File: src/rtl/guard_pkg.sv
package guard_pkg;
    localparam logic PRIV_KERNEL = 1'b0;
    localparam logic PRIV_USER   = 1'b1;
    localparam logic SEL_BASE    = 1'b0;
    localparam logic SEL_LIMIT   = 1'b1;
endpackage

File: src/rtl/guard_bounds_regs.sv
module guard_bounds_regs
    import guard_pkg::*;
#(
    parameter int ADDR_W = 32
) (
    input  logic              clk,
    input  logic              rst_n,
    input  logic              wr_en,
    input  logic              priv,
    input  logic              sel,
    input  logic [ADDR_W-1:0] wdata,
    output logic [ADDR_W-1:0] base_q,
    output logic [ADDR_W-1:0] limit_q,
    output logic              denied
);
    typedef struct packed {
        logic [ADDR_W-1:0] base;
        logic [ADDR_W-1:0] limit;
    } win_t;

    win_t win_d, win_q;

    always_comb begin
        win_d  = win_q;
        denied = wr_en && (priv == PRIV_USER);
        if (wr_en && (priv == PRIV_KERNEL)) begin
            if (sel == SEL_BASE) win_d.base  = wdata;
            else                 win_d.limit = wdata;
        end
    end

    always_ff @(posedge clk or negedge rst_n) begin
        if (!rst_n) win_q <= '0;
        else        win_q <= win_d;
    end

    assign base_q  = win_q.base;
    assign limit_q = win_q.limit;

    // a user-mode write must not disturb either register
    assert_user_write_blocked_R7: assert property (@(posedge clk) disable iff (!rst_n)
        (wr_en && priv == PRIV_USER) |=> ($stable(base_q) && $stable(limit_q)));
endmodule

File: src/rtl/guard_range_check.sv
module guard_range_check #(
    parameter int ADDR_W = 32
) (
    input  logic              reloc,
    input  logic [ADDR_W-1:0] addr,
    input  logic [ADDR_W-1:0] base,
    input  logic [ADDR_W-1:0] limit,
    output logic              in_range,
    output logic [ADDR_W-1:0] xlat
);
    localparam int EXT_W = ADDR_W + 1;

    logic [EXT_W-1:0] win_end;
    logic [EXT_W-1:0] rel_sum;
    logic             abs_ok;
    logic             rel_ok;

    always_comb begin
        win_end  = {1'b0, base} + {1'b0, limit};
        rel_sum  = {1'b0, addr} + {1'b0, base};
        abs_ok   = (addr >= base) && ({1'b0, addr} < win_end);
        rel_ok   = (addr < limit) && !rel_sum[ADDR_W];
        in_range = reloc ? rel_ok : abs_ok;
        xlat     = reloc ? rel_sum[ADDR_W-1:0] : addr;
    end
endmodule

File: src/rtl/addr_guard.sv
module addr_guard
    import guard_pkg::*;
#(
    parameter int ADDR_W = 32
) (
    input  logic              clk,
    input  logic              rst_n,
    input  logic              req_valid,
    input  logic [ADDR_W-1:0] req_addr,
    input  logic              priv_mode,
    input  logic              reloc_en,
    input  logic              cfg_wr_en,
    input  logic              cfg_sel,
    input  logic [ADDR_W-1:0] cfg_wdata,
    output logic              grant,
    output logic              trap,
    output logic [ADDR_W-1:0] phys_addr
);
    typedef struct packed {
        logic              grant;
        logic              trap;
        logic [ADDR_W-1:0] addr;
    } resp_t;

    logic [ADDR_W-1:0] base_w, limit_w, xlat_w;
    logic              in_range_w, wr_denied_w;
    resp_t             resp_d, resp_q;

    guard_bounds_regs #(.ADDR_W(ADDR_W)) u_regs (
        .clk     (clk),
        .rst_n   (rst_n),
        .wr_en   (cfg_wr_en),
        .priv    (priv_mode),
        .sel     (cfg_sel),
        .wdata   (cfg_wdata),
        .base_q  (base_w),
        .limit_q (limit_w),
        .denied  (wr_denied_w)
    );

    guard_range_check #(.ADDR_W(ADDR_W)) u_check (
        .reloc    (reloc_en),
        .addr     (req_addr),
        .base     (base_w),
        .limit    (limit_w),
        .in_range (in_range_w),
        .xlat     (xlat_w)
    );

    always_comb begin
        logic user_req;
        logic bad_req;
        user_req     = req_valid && (priv_mode == PRIV_USER);
        bad_req      = user_req && !in_range_w;
        resp_d       = '0;
        resp_d.trap  = wr_denied_w || bad_req;
        resp_d.grant = req_valid && !resp_d.trap;
        if (resp_d.grant) resp_d.addr = user_req ? xlat_w : req_addr;
    end

    always_ff @(posedge clk or negedge rst_n) begin
        if (!rst_n) resp_q <= '0;
        else        resp_q <= resp_d;
    end

    assign grant     = resp_q.grant;
    assign trap      = resp_q.trap;
    assign phys_addr = resp_q.addr;

    // grant and trap never together
    assert_grant_trap_excl_R9: assert property (@(posedge clk) disable iff (!rst_n)
        !(grant && trap));

    // an idle cycle produces neither response
    assert_idle_quiet_R9: assert property (@(posedge clk) disable iff (!rst_n)
        (!req_valid && !cfg_wr_en) |=> (!grant && !trap));

    // kernel requests pass through untouched
    assert_kernel_pass_R4: assert property (@(posedge clk) disable iff (!rst_n)
        (req_valid && priv_mode == PRIV_KERNEL) |=> (grant && phys_addr == $past(req_addr)));

    // user access below the window start traps
    assert_below_base_traps_R3: assert property (@(posedge clk) disable iff (!rst_n)
        (req_valid && priv_mode == PRIV_USER && !reloc_en && req_addr < base_w)
        |=> (trap && phys_addr == '0));

    // user-mode write attempt traps
    assert_user_cfg_traps_R7: assert property (@(posedge clk) disable iff (!rst_n)
        (cfg_wr_en && priv_mode == PRIV_USER) |=> (trap && !grant));
endmodule

File: config.mk
export PLATFORM = sky130hd
export DESIGN_NAME = addr_guard
export DESIGN_NICKNAME = d
export VERILOG_FILES = /design/src/rtl/guard_pkg.sv /design/src/rtl/guard_bounds_regs.sv /design/src/rtl/guard_range_check.sv /design/src/rtl/addr_guard.sv
export SDC_FILE = /design/constraint.sdc
export NUM_CORES = 1
export LEC_CHECK = 0
export ABC_AREA = 1
export BUFFER_PORTS_ARGS = -buffer_cell sky130_fd_sc_hd__buf_2
export CORE_UTILIZATION = 45
export CTS_CLUSTER_SIZE = 25
export DETAILED_ROUTE_END_ITERATION = 8
export PLACE_DENSITY_LB_ADDON = 0.2
export SLEW_MARGIN = 20
export SYNTH_ARGS = -nofsm -noshare
export SYNTH_HDL_FRONTEND = slang
export SYNTH_SLANG_ARGS = --single-unit
File: constraint.sdc
create_clock -name clk -period 4.9 [get_ports clk]
set_input_delay 0.49 -clock clk [delete_from_list [all_inputs] [get_ports clk]]
set_output_delay 0.49 -clock clk [all_outputs]
set_load 0.01 [all_outputs]
==> out/results.tsv, run 1 <==
metric	value	unit
status	complete, no violations	
hold_buffers	0	
fin_area	10900	um^2
nNetsFinal	1720	
antenna_found_initial	0	
gp_congestion	0.935	
end_kind	register	
slew_violations	0	
tns	0	ns
cts.clk_slew.worst_paths	0.07	ns
ant_nets	0	
post-cts-setup-buffers	0	
grt_pass1_vias	8567	
critPathMaxFanout	33	
ys_seq_elements	98	
worst_pin_slew	0.650	ns
rsz0062_at_grt	false	
grt.total_usage	25.3	%
leakage	5.84	nW
grt_pass1_wl	43600	um
drv_cap	0	
die_y	149	um
crit_type	reg2reg	
power_switching_share	44.4	%
arrival	4.51	ns
root_buffer	clkbuf_16	
internal-power	2.03	mW
relSlewSlack	56.6	%
fmax	0.236	GHz
skew	0.00918	ns
timing.final.crit_share	86.4	%
seqPwrFrac	28.5	%
core.rowCount	53	
cts_resized	0	
async_flop_share	100	%
hpwl	22500	um
initial_utilization	46.2	%
syn-num-nets	1621	
irDropWorstVdd	0.000183	V
cts_tree	done	
syn_area_per_cell	7.04	um^2
area_delta_synth_final	11.2	%
power_density	336	nW/um^2
die_w	149	um
worst_hold_slack	0.119	ns
drt-initial-drc-count	599	
worstSetupStartpointType	register	
cts_inserted_buffers	9	
wire_per_inst	15.4	um
yosys_warnings	0	
setup_viol	0	
grt-ovfl-total	0	
clkSinkCount	98	
clk_latency	0.36	ns
cp_data_required_time	5.17	ns
comb_power_share	51.9	%
synth_ff_type	dfrtp_1	
period_needed	4.24	ns
grt_max_degree	65	
antenna_cells	0	
io_pins	105	
h-tree-depth	3	
routed_wl	27200	um
hp-class	in2async	
seq_area_frac_synth	25.1	%
coreArea	21200	um^2
clk_path_buf_depth	2	
ys_types	41	
synth_area	9780	um^2
p_switching	1.62	mW
synth_edf_count	0	
place.port_buffers	104	
die-area	22300	um^2
drc	0	
netlist_instances	1390	
via_per_inst	5.16	
clock_power_share	19.7	%
place_area	10600	um^2
drive_above_1_share	11.1	%
finalHoldViolCount	0	
drt_pass1_iterations	5	
num_vias	9129	
-- critical path: stages (launching register included) --
cell and delay (ns):
dfrtp_1 0.42, ha_1 0.26, fa_1 0.41, nand3_1 0.11, nand3_2 0.10, nand2_1 0.07
nand2_1 0.10, a21oi_1 0.27, o21ai_2 0.13, a21boi_0 0.26, o21ai_0 0.18, nand2_1 0.11
nand2_1 0.05, nand2_1 0.06, nand2_1 0.05, ha_1 0.28, a21oi_1 0.15, nor3_1 0.06
a211oi_1 0.16, nand2_1 0.07, nand2_1 0.05, nand3_1 0.08, nand3_2 0.12, nand3_4 0.38
nor2_1 0.21
-- metrics by stage --
stage          std cells  setup slack [ns]  total power, mW  util [%]
2_1_floorplan       1390              1.35             2.42         -
3_3_place_gp        1753             0.735             2.90      50.1
3_5_place_dp        1753             0.665             2.93      50.1
4_1_cts             1768             0.649             3.66      51.4
5_1_grt             1768             0.204             3.99      51.4
6_report            1768             0.664             3.66      51.4
-- synth_stat cells (2+ instances only) --
master | number | area share, %
nand3b_1 | 4 | 0.31
o21a_1 | 7 | 0.54
nor3_1 | 24 | 1.2
ha_1 | 158 | 20
nand3_2 | 2 | 0.20
o2111ai_1 | 2 | 0.18
fa_1 | 2 | 0.41
o21ai_1 | 2 | 0.10
a31oi_1 | 4 | 0.26
xor2_1 | 26 | 2.3
inv_1 | 220 | 8.4
o21bai_1 | 11 | 0.84
buf_6 | 3 | 0.35
nor4_1 | 6 | 0.38
inv_2 | 3 | 0.12
nand3_1 | 47 | 2.4
o21ai_0 | 128 | 6.5
nand4_1 | 11 | 0.70
nor2_1 | 112 | 4.3
dfrtp_1 | 98 | 25
o211ai_1 | 7 | 0.54
clkbuf_1 | 17 | 0.65
xnor2_1 | 18 | 1.6
a21boi_0 | 5 | 0.38
nor2_2 | 21 | 1.3
mux2i_1 | 7 | 0.72
nand2_1 | 298 | 11
a21o_1 | 10 | 0.77
or2_2 | 7 | 0.45
nand2_2 | 3 | 0.19
a21oi_1 | 117 | 6.0
-- layer usage --
layer	global-route usage (%)	up-vias	part of all wire, %
met3	3.29	24	5.1
met2	37.9	233	41
met1	38.1	4133	53
met4	5.77	0	1.1
met5	0	-	0
li1	-	4739	-
-- power groups by stage --
stage / logic [mW] / registers, mW / clock network, mW
floorplan: 1.40 / 1.01 / 0
global placement: 1.86 / 1.04 / 0
detailed placement: 1.87 / 1.05 / 0
CTS: 1.88 / 1.04 / 0.738
global route: 2.17 / 1.05 / 0.765
finish: 1.90 / 1.04 / 0.719
-- flip-flops by register name (all words and copies together) (netlist names) --
signal,flops
trap,1
u_regs.base_q,32
phys_addr,32
u_regs.limit_q,32
grant,1
-- cells in the final DEF, fill, tap and decap left out, types with 4 or more instances in the layout --
cell         n
a21boi_0     5
a21o_1      10
a21oi_1    117
a31oi_1      4
buf_2      103
buf_4        5
clkbuf_16    9
dfrtp_1     98
ha_1       158
inv_1      220
mux2i_1      7
nand2_1    298
nand3_1     46
nand3b_1     4
nand4_1     11
nor2_1     111
nor2_2      22
nor3_1      24
nor4_1       6
o211ai_1     7
o21a_1       7
o21ai_0    128
o21bai_1    11
or2_2        7
xnor2_1     18
xor2_1      26
-- cell type report --
| cell class | instances | area [um^2] |
|---|---|---|
| fill | 2161 | 10300 |
| multi-input combinational | 1049 | 6400 |
| sequential | 98 | 2450 |
| inverter | 223 | 837 |
| timing repair buffer | 108 | 553 |
| tap | 275 | 344 |
| clock buffer | 11 | 233 |
| clock inverter | 4 | 52.6 |
-- path summary, 6_finish.rpt --
path	start	endpoint	slack, ns	cells past startpoint
worst max-delay path	u_regs.base_q[0]	phys_addr[26]	0.66	24
worst min-delay path	rst_n	u_regs.limit_q[4]	0.12	1
worst max register to register	u_regs.base_q[0]	phys_addr[26]	0.66	24
worst min register to register	u_regs.limit_q[26]	u_regs.limit_q[26]	0.52	2
max in group asynchronous	rst_n	u_regs.limit_q[30]	3.71	2
min in group clk	cfg_wdata[9]	u_regs.limit_q[9]	0.39	3
-- cell families (layout without fill, tap and decap cells) --
| kind of cell | count (synthesis) | after routing | synth area share [%] |
|---|---|---|---|
| simple gates | 539 | 539 | 23.4 |
| buf+inv | 243 | 346 | 9.56 |
| mux | 7 | 7 | 0.716 |
| xor+xnor | 44 | 44 | 3.94 |
| flops | 98 | 98 | 25.1 |
| fa+ha+maj | 160 | 160 | 20.6 |
| compound gates | 299 | 299 | 16.7 |
Note: power is estimated with default switching activity, not from simulation.
==> run 2, diff against run 1 <==
--- a/config.mk
+++ b/config.mk
@@ -11,6 +11,7 @@
 export CTS_CLUSTER_SIZE = 25
 export DETAILED_ROUTE_END_ITERATION = 8
 export PLACE_DENSITY_LB_ADDON = 0.2
+export RECOVER_POWER = 100
 export SLEW_MARGIN = 20
 export SYNTH_ARGS = -nofsm -noshare
 export SYNTH_HDL_FRONTEND = slang
==> run 2 against run 1 <==
Effect of this change:
- largest power group unchanged
- critical path type unchanged
- register-to-register slack worse by 0.08 ns
- critical path depth stayed put
- the run now ends with capacitance limit, slew limit left
- non-clock buffer count did not move
- highest routed layer unchanged
==> out/results.tsv, run 2 (same netlist as run 1, synthesis figures left out) <==
metric	value	unit	change
status	finished, violations left		
violations	capacitance limit, slew limit		
hpwl	22500	um	unchanged
die_y	149	um	unchanged
leakage	5.69	nW	-2.5%
clock_power_share	19.6	%	about the same
internal-power	2.02	mW	-0.37%
post-cts-setup-buffers	0		unchanged
place.port_buffers	104		unchanged
clkSinkCount	98		unchanged
timing.final.crit_share	88.2	%	+1.7 points
end_kind	register		
grt_max_degree	65		unchanged
layout_commonest_cell	nand2_1		
fillCellCount	2194		+1.5%
setup_viol	0		unchanged
slowest_delay	0.42	ns	about the same
coreArea	21200	um^2	unchanged
antenna_found_initial	0		unchanged
comb_power_share	51.7	%	-0.2 points
slew_violations	179		+179
antenna_cells	0		unchanged
die-area	22300	um^2	unchanged
cts_tree	done		
worst_hold_slack	0.391	ns	+0.272 ns
hp-class	in2reg		
cp_cell_sequence	ha_1 > fa_1 > nand3_1 > nand3_2 > nand2_1 > nand2_1 > a21oi_1 > o21ai_0 > a21boi_0 > o21ai_0 > nand2_1 > nand2_1 > nand2_1 > nand2_1 > ha_1 > a21oi_1 > nor3_1 > a211oi_1 > nand2_1 > nand2_1 > nand3_1 > nand3_2 > nand3_4 > nor2_1		
tns	0	ns	unchanged
cp_data_required_time	5.17	ns	about the same
clk_latency	0.36	ns	about the same
root_buffer	clkbuf_16		
final_cell_mix	nand2_1 (298), inv_1 (220), ha_1 (158), o21ai_0 (129), nor2_1 (120)		
crit_top_cell	nand2_1		
drc	0		unchanged
routed_wl	27200	um	about the same
worst_pin_slew	2.69	ns	+2.04 ns
rsz0062_at_grt	false		
cts.clk_slew.worst_paths	0.07	ns	about the same
fmax	0.231	GHz	-2.0%
ant_nets	0		unchanged
h-tree-depth	3		unchanged
power_density	338	nW/um^2	+0.41%
gp_congestion	0.935		unchanged
holdPathStages	3		
arrival	4.60	ns	+0.09 ns
grt_pass1_wl	43600	um	unchanged
drt_pass1_iterations	7		+2
die_w	149	um	unchanged
crit_type	reg2reg		
skew	0.00892	ns	-0.000258 ns
worst_path_max_delay_cell	dfrtp_1		
core.rowCount	53		unchanged
area_delta_synth_final	10.3	%	
grt.total_usage	25.3	%	unchanged
hold_buffers	0		unchanged
drive_above_1_share	7.84	%	-3.2 points
cts_inserted_buffers	9		unchanged
r2r_cells	24		unchanged
wire_per_inst	15.4	um	about the same
num_vias	9134		+0.055%
irDropWorstVdd	0.000182	V	-0.70%
power_switching_share	44.4	%	about the same
drt-initial-drc-count	610		+1.8%
clk_path_buf_depth	2		unchanged
drv_cap	3		+3
p_switching	1.62	mW	-0.36%
grt_pass1_vias	8567		unchanged
io_pins	105		unchanged
cts_resized	0		unchanged
worstSetupStartpointType	register		
seqPwrFrac	28.6	%	about the same
nNetsFinal	1720		unchanged
initial_utilization	46.2	%	unchanged
finalHoldViolCount	0		unchanged
via_per_inst	5.17		about the same
relSlewSlack	-79.5	%	-140 points
critPathMaxFanout	33		unchanged
grt-ovfl-total	0		unchanged
period_needed	4.32	ns	+0.0848 ns
## run 2: worst paths after layout
kind	start	to	slack (ns)
max in group asynchronous	rst_n	u_regs.limit_q[28]	1.74
worst max register to register	u_regs.base_q[0]	phys_addr[6]	0.58
worst max-delay path	u_regs.base_q[0]	phys_addr[6]	0.58
worst min-delay path	cfg_wdata[9]	u_regs.limit_q[9]	0.39
worst min register to register	u_regs.limit_q[26]	u_regs.limit_q[26]	0.52
min in group asynchronous	rst_n	u_regs.limit_q[4]	0.90
## run 2: metal layers
metal / GRT usage (%) / vias to the layer above / share of wire (%)
met4: 5.77 / 0 / 1.2
met1: 38.1 / 4124 / 52
met3: 3.29 / 26 / 5.8
met5: 0 / - / 0
li1: - / 4734 / -
met2: 37.9 / 250 / 41
## run 2: per-stage QoR
step / std cells / cell area, um^2 / power (mW) / setup slack, ns / util [%]
after floorplan: 1390 / 9780 / 2.42 / 1.35 / -
after global placement: 1753 / 10600 / 2.90 / 0.735 / 50.1
after detailed placement: 1753 / 10600 / 2.93 / 0.665 / 50.1
after CTS: 1768 / 10900 / 3.66 / 0.649 / 51.4
after global routing: 1768 / 10800 / 3.98 / 0.127 / 51.0
final: 1768 / 10800 / 3.64 / 0.579 / 51.0
## run 2: area by class of cell
cell class	count	area [um^2]	area share (%)
multi-input cells	1049	6370	59.1
flip-flops and latches	98	2450	22.7
inverters	223	837	7.76
repair buffers	108	495	4.59
well taps	275	344	3.19
clock buffers	11	233	2.16
clock inverters	4	52.6	0.487
## run 2: power by group through the flow
stage,sequential (mW),clock [mW],combinational [mW]
CTS,1.04,0.738,1.88
floorplan,1.01,0,1.40
detailed placement,1.05,0,1.87
global route,1.06,0.765,2.16
finish,1.04,0.716,1.88
global placement,1.04,0,1.86
## run 2: critical path: cells and delay by family, from the launching register on
family,cells,cell delay [ns]
adders and majority gates,3,0.95
and+or+nand+nor,15,1.61
DFF,1,0.42
AOI/OAI and AO/OA,6,1.25
==> run 3, diff against run 2 <==
--- a/config.mk
+++ b/config.mk
@@ -7,6 +7,7 @@
 export LEC_CHECK = 0
 export ABC_AREA = 1
 export BUFFER_PORTS_ARGS = -buffer_cell sky130_fd_sc_hd__buf_2
+export CAP_MARGIN = 20
 export CORE_UTILIZATION = 45
 export CTS_CLUSTER_SIZE = 25
 export DETAILED_ROUTE_END_ITERATION = 8
==> constraint.sdc (replaced) <==
create_clock -name clk -period 4.9 [get_ports clk]
set_input_delay 0.735 -clock clk [delete_from_list [all_inputs] [get_ports clk]]
set_output_delay 0.735 -clock clk [all_outputs]
set_load 0.01 [all_outputs]
==> run 3 against run 2 <==
Effect of this change:
- the flow still finishes with violations (capacitance limit, slew limit)
- clock skew increased by 0.0023 ns
- flip-flop and latch count unchanged
- sequential share of layout area is 0.077 points higher
- cell count is the same
- critical path type unchanged
- largest cell class unchanged
- wire length up 0.16%
- largest power group unchanged
- setup slack improved by 0.021 ns
- cell area down 0.34%
- non-clock buffer count did not move
- utilization is 0.17 points lower
- clock-buffer cell count increased by 2
==> out/results.tsv, run 3 (same netlist as run 1, synthesis figures left out) <==
metric	value	unit	change
clk_path_buf_depth	2		unchanged
hpwl	22500	um	-0.17%
via_per_inst	5.25		+1.7%
holdPathStages	2		-1
relSlewSlack	-79.4	%	+0.10 points
skew	0.0112	ns	+0.00226 ns
wire_per_inst	15.4	um	+0.16%
arrival	4.56	ns	-0.04 ns
io_pins	105		unchanged
grt_max_degree	65		unchanged
setup_slack	0.601	ns	+0.0213 ns
rrSetupSlack	0.60	ns	+0.02 ns
grt-ovfl-total	0		unchanged
worst_pin_slew	2.69	ns	-0.00157 ns
cts_tree	done		
drive_above_1_share	7.57	%	-0.27 points
antenna_cells	0		unchanged
reg2reg_from	u_regs.base_q[0]		
nNetsFinal	1720		unchanged
drc	0		unchanged
grt_pass1_wl	43500	um	-0.28%
violations	capacitance limit, slew limit		
period_needed	4.30	ns	-0.0213 ns
hp-class	reg2reg		
slowest_delay	0.42	ns	about the same
pre_cts_slack	0.603	ns	-0.0623 ns
tns	0	ns	unchanged
crit_type	reg2reg		
clk_latency	0.36	ns	about the same
status	finished, violations left		
initial_utilization	46.2	%	unchanged
layout_commonest_cell	nand2_1		
coreArea	21200	um^2	unchanged
core.rowCount	53		unchanged
grt.total_usage	25.2	%	-0.13 points
area_delta_synth_final	9.94	%	
hp-start	u_regs.limit_q[7]		
clkSinkCount	98		unchanged
hold_buffers	0		unchanged
num_vias	9289		+1.7%
finalHoldViolCount	0		unchanged
die-area	22300	um^2	unchanged
worst_path_max_delay_cell	dfrtp_1		
slew_violations	178		-0.56%
irDropWorstVdd	0.000161	V	-11%
drt-initial-drc-count	604		-0.98%
worstHoldEndpoint	u_regs.limit_q[7]		
timing.final.crit_share	87.7	%	-0.43 points
antenna_found_initial	0		unchanged
cp_data_required_time	5.16	ns	about the same
root_buffer	clkbuf_16		
cts.clk_slew.worst_paths	0.07	ns	about the same
end_kind	register		
cts_inserted_buffers	9		unchanged
drv_cap	3		unchanged
grt_pass1_vias	8615		+0.56%
rsz0062_at_grt	false		
die_y	149	um	unchanged
power_density	333	nW/um^2	-1.2%
worstSetupStartpointType	register		
r2r-end	phys_addr[8]		
ant_nets	0		unchanged
setup_viol	0		unchanged
leakage	5.66	nW	-0.49%
gp_congestion	0.949		+1.5%
drt_pass1_iterations	5		-2
final_cell_mix	nand2_1 (298), inv_1 (220), ha_1 (158), o21ai_0 (128), nor2_1 (122)		
post-cts-setup-buffers	0		unchanged
r2r_cells	24		unchanged
die_w	149	um	unchanged
fillCellCount	2194		unchanged
cp_cell_sequence	ha_1 > fa_1 > nand3_1 > nand3_1 > nand2_1 > nand2_1 > a21oi_1 > o21ai_2 > a21boi_0 > o21ai_0 > nand2_1 > nand2_1 > nand2_1 > nand2_1 > ha_1 > a21oi_1 > nor3_1 > a211oi_1 > nand2_1 > nand2_1 > nand3_1 > nand3_2 > nand3_4 > nor2_1		
h-tree-depth	3		unchanged
critPathMaxFanout	33		unchanged
crit_top_cell	nand2_1		
fmax	0.233	GHz	+0.49%
routed_wl	27300	um	+0.16%
cts_resized	0		unchanged
place.port_buffers	104		unchanged
run 3: cell count changes in the layout (fill, tap and decap cells not counted), sizes merged:
cell,previous run,this run
clkbuf,50,52
inv,224,223
clkinvlp,0,2
bufinv,1,0
clkinv,2,0
run 3: how the worst max path moves through the flow:
stage,start,end,slack [ns],cells past startpoint
6_report,u_regs.base_q[0],phys_addr[8],0.60,24
2_1_floorplan,u_regs.base_q[0],phys_addr[10],1.35,25
5_1_grt,u_regs.base_q[0],phys_addr[4],0.18,24
3_5_place_dp,u_regs.base_q[0],phys_addr[1],0.60,24
3_3_place_gp,u_regs.base_q[0],phys_addr[0],0.73,24
4_1_cts,u_regs.base_q[0],phys_addr[8],0.57,24
run 3: where the power goes:
group	leakage (nW)	internal, mW	switching [mW]
clock network	0.116	0.343	0.320
logic	4.30	0.711	1.17
registers	1.25	0.916	0.125
total	5.66	1.97	1.62
run 3: per-stage QoR:
step | hold slack (ns) | power [mW] | cell area (um^2) | util, % | cells
2_1_floorplan | 0.439 | 2.42 | 9780 | - | 1390
3_3_place_gp | 0.497 | 2.89 | 10600 | 50.1 | 1753
3_5_place_dp | 0.508 | 2.93 | 10600 | 50.1 | 1753
4_1_cts | 0.409 | 3.59 | 10800 | 51.3 | 1768
5_1_grt | 0.559 | 3.93 | 10800 | 50.8 | 1768
6_report | 0.529 | 3.59 | 10800 | 50.8 | 1768
run 3: routing by layer:
layer,global-route usage (%),routed length [um],up-vias
met3,2.53,1630,31
met4,7.35,474,0
met2,37.1,11200,258
met1,38.2,14000,4255
met5,0,0,-
li1,-,-,4745
run 3: critical path: cells and delay by family (launching register included):
kind	cells	cell delay, ns
AND/OR/NAND/NOR	15	1.66
flip-flops	1	0.42
AO/OA/AOI/OAI	6	1.15
adder cells (fa/ha/maj)	3	0.95
run 3: cell type report:
| class | count | area [um^2] | area share [%] |
|---|---|---|---|
| clock buffer | 13 | 240 | 2.23 |
| timing repair buffer | 108 | 495 | 4.61 |
| inverter | 223 | 837 | 7.78 |
| clock inverter | 2 | 15.0 | 0.140 |
| sequential | 98 | 2450 | 22.8 |
| multi-input combinational | 1049 | 6370 | 59.2 |
| tap | 275 | 344 | 3.20 |
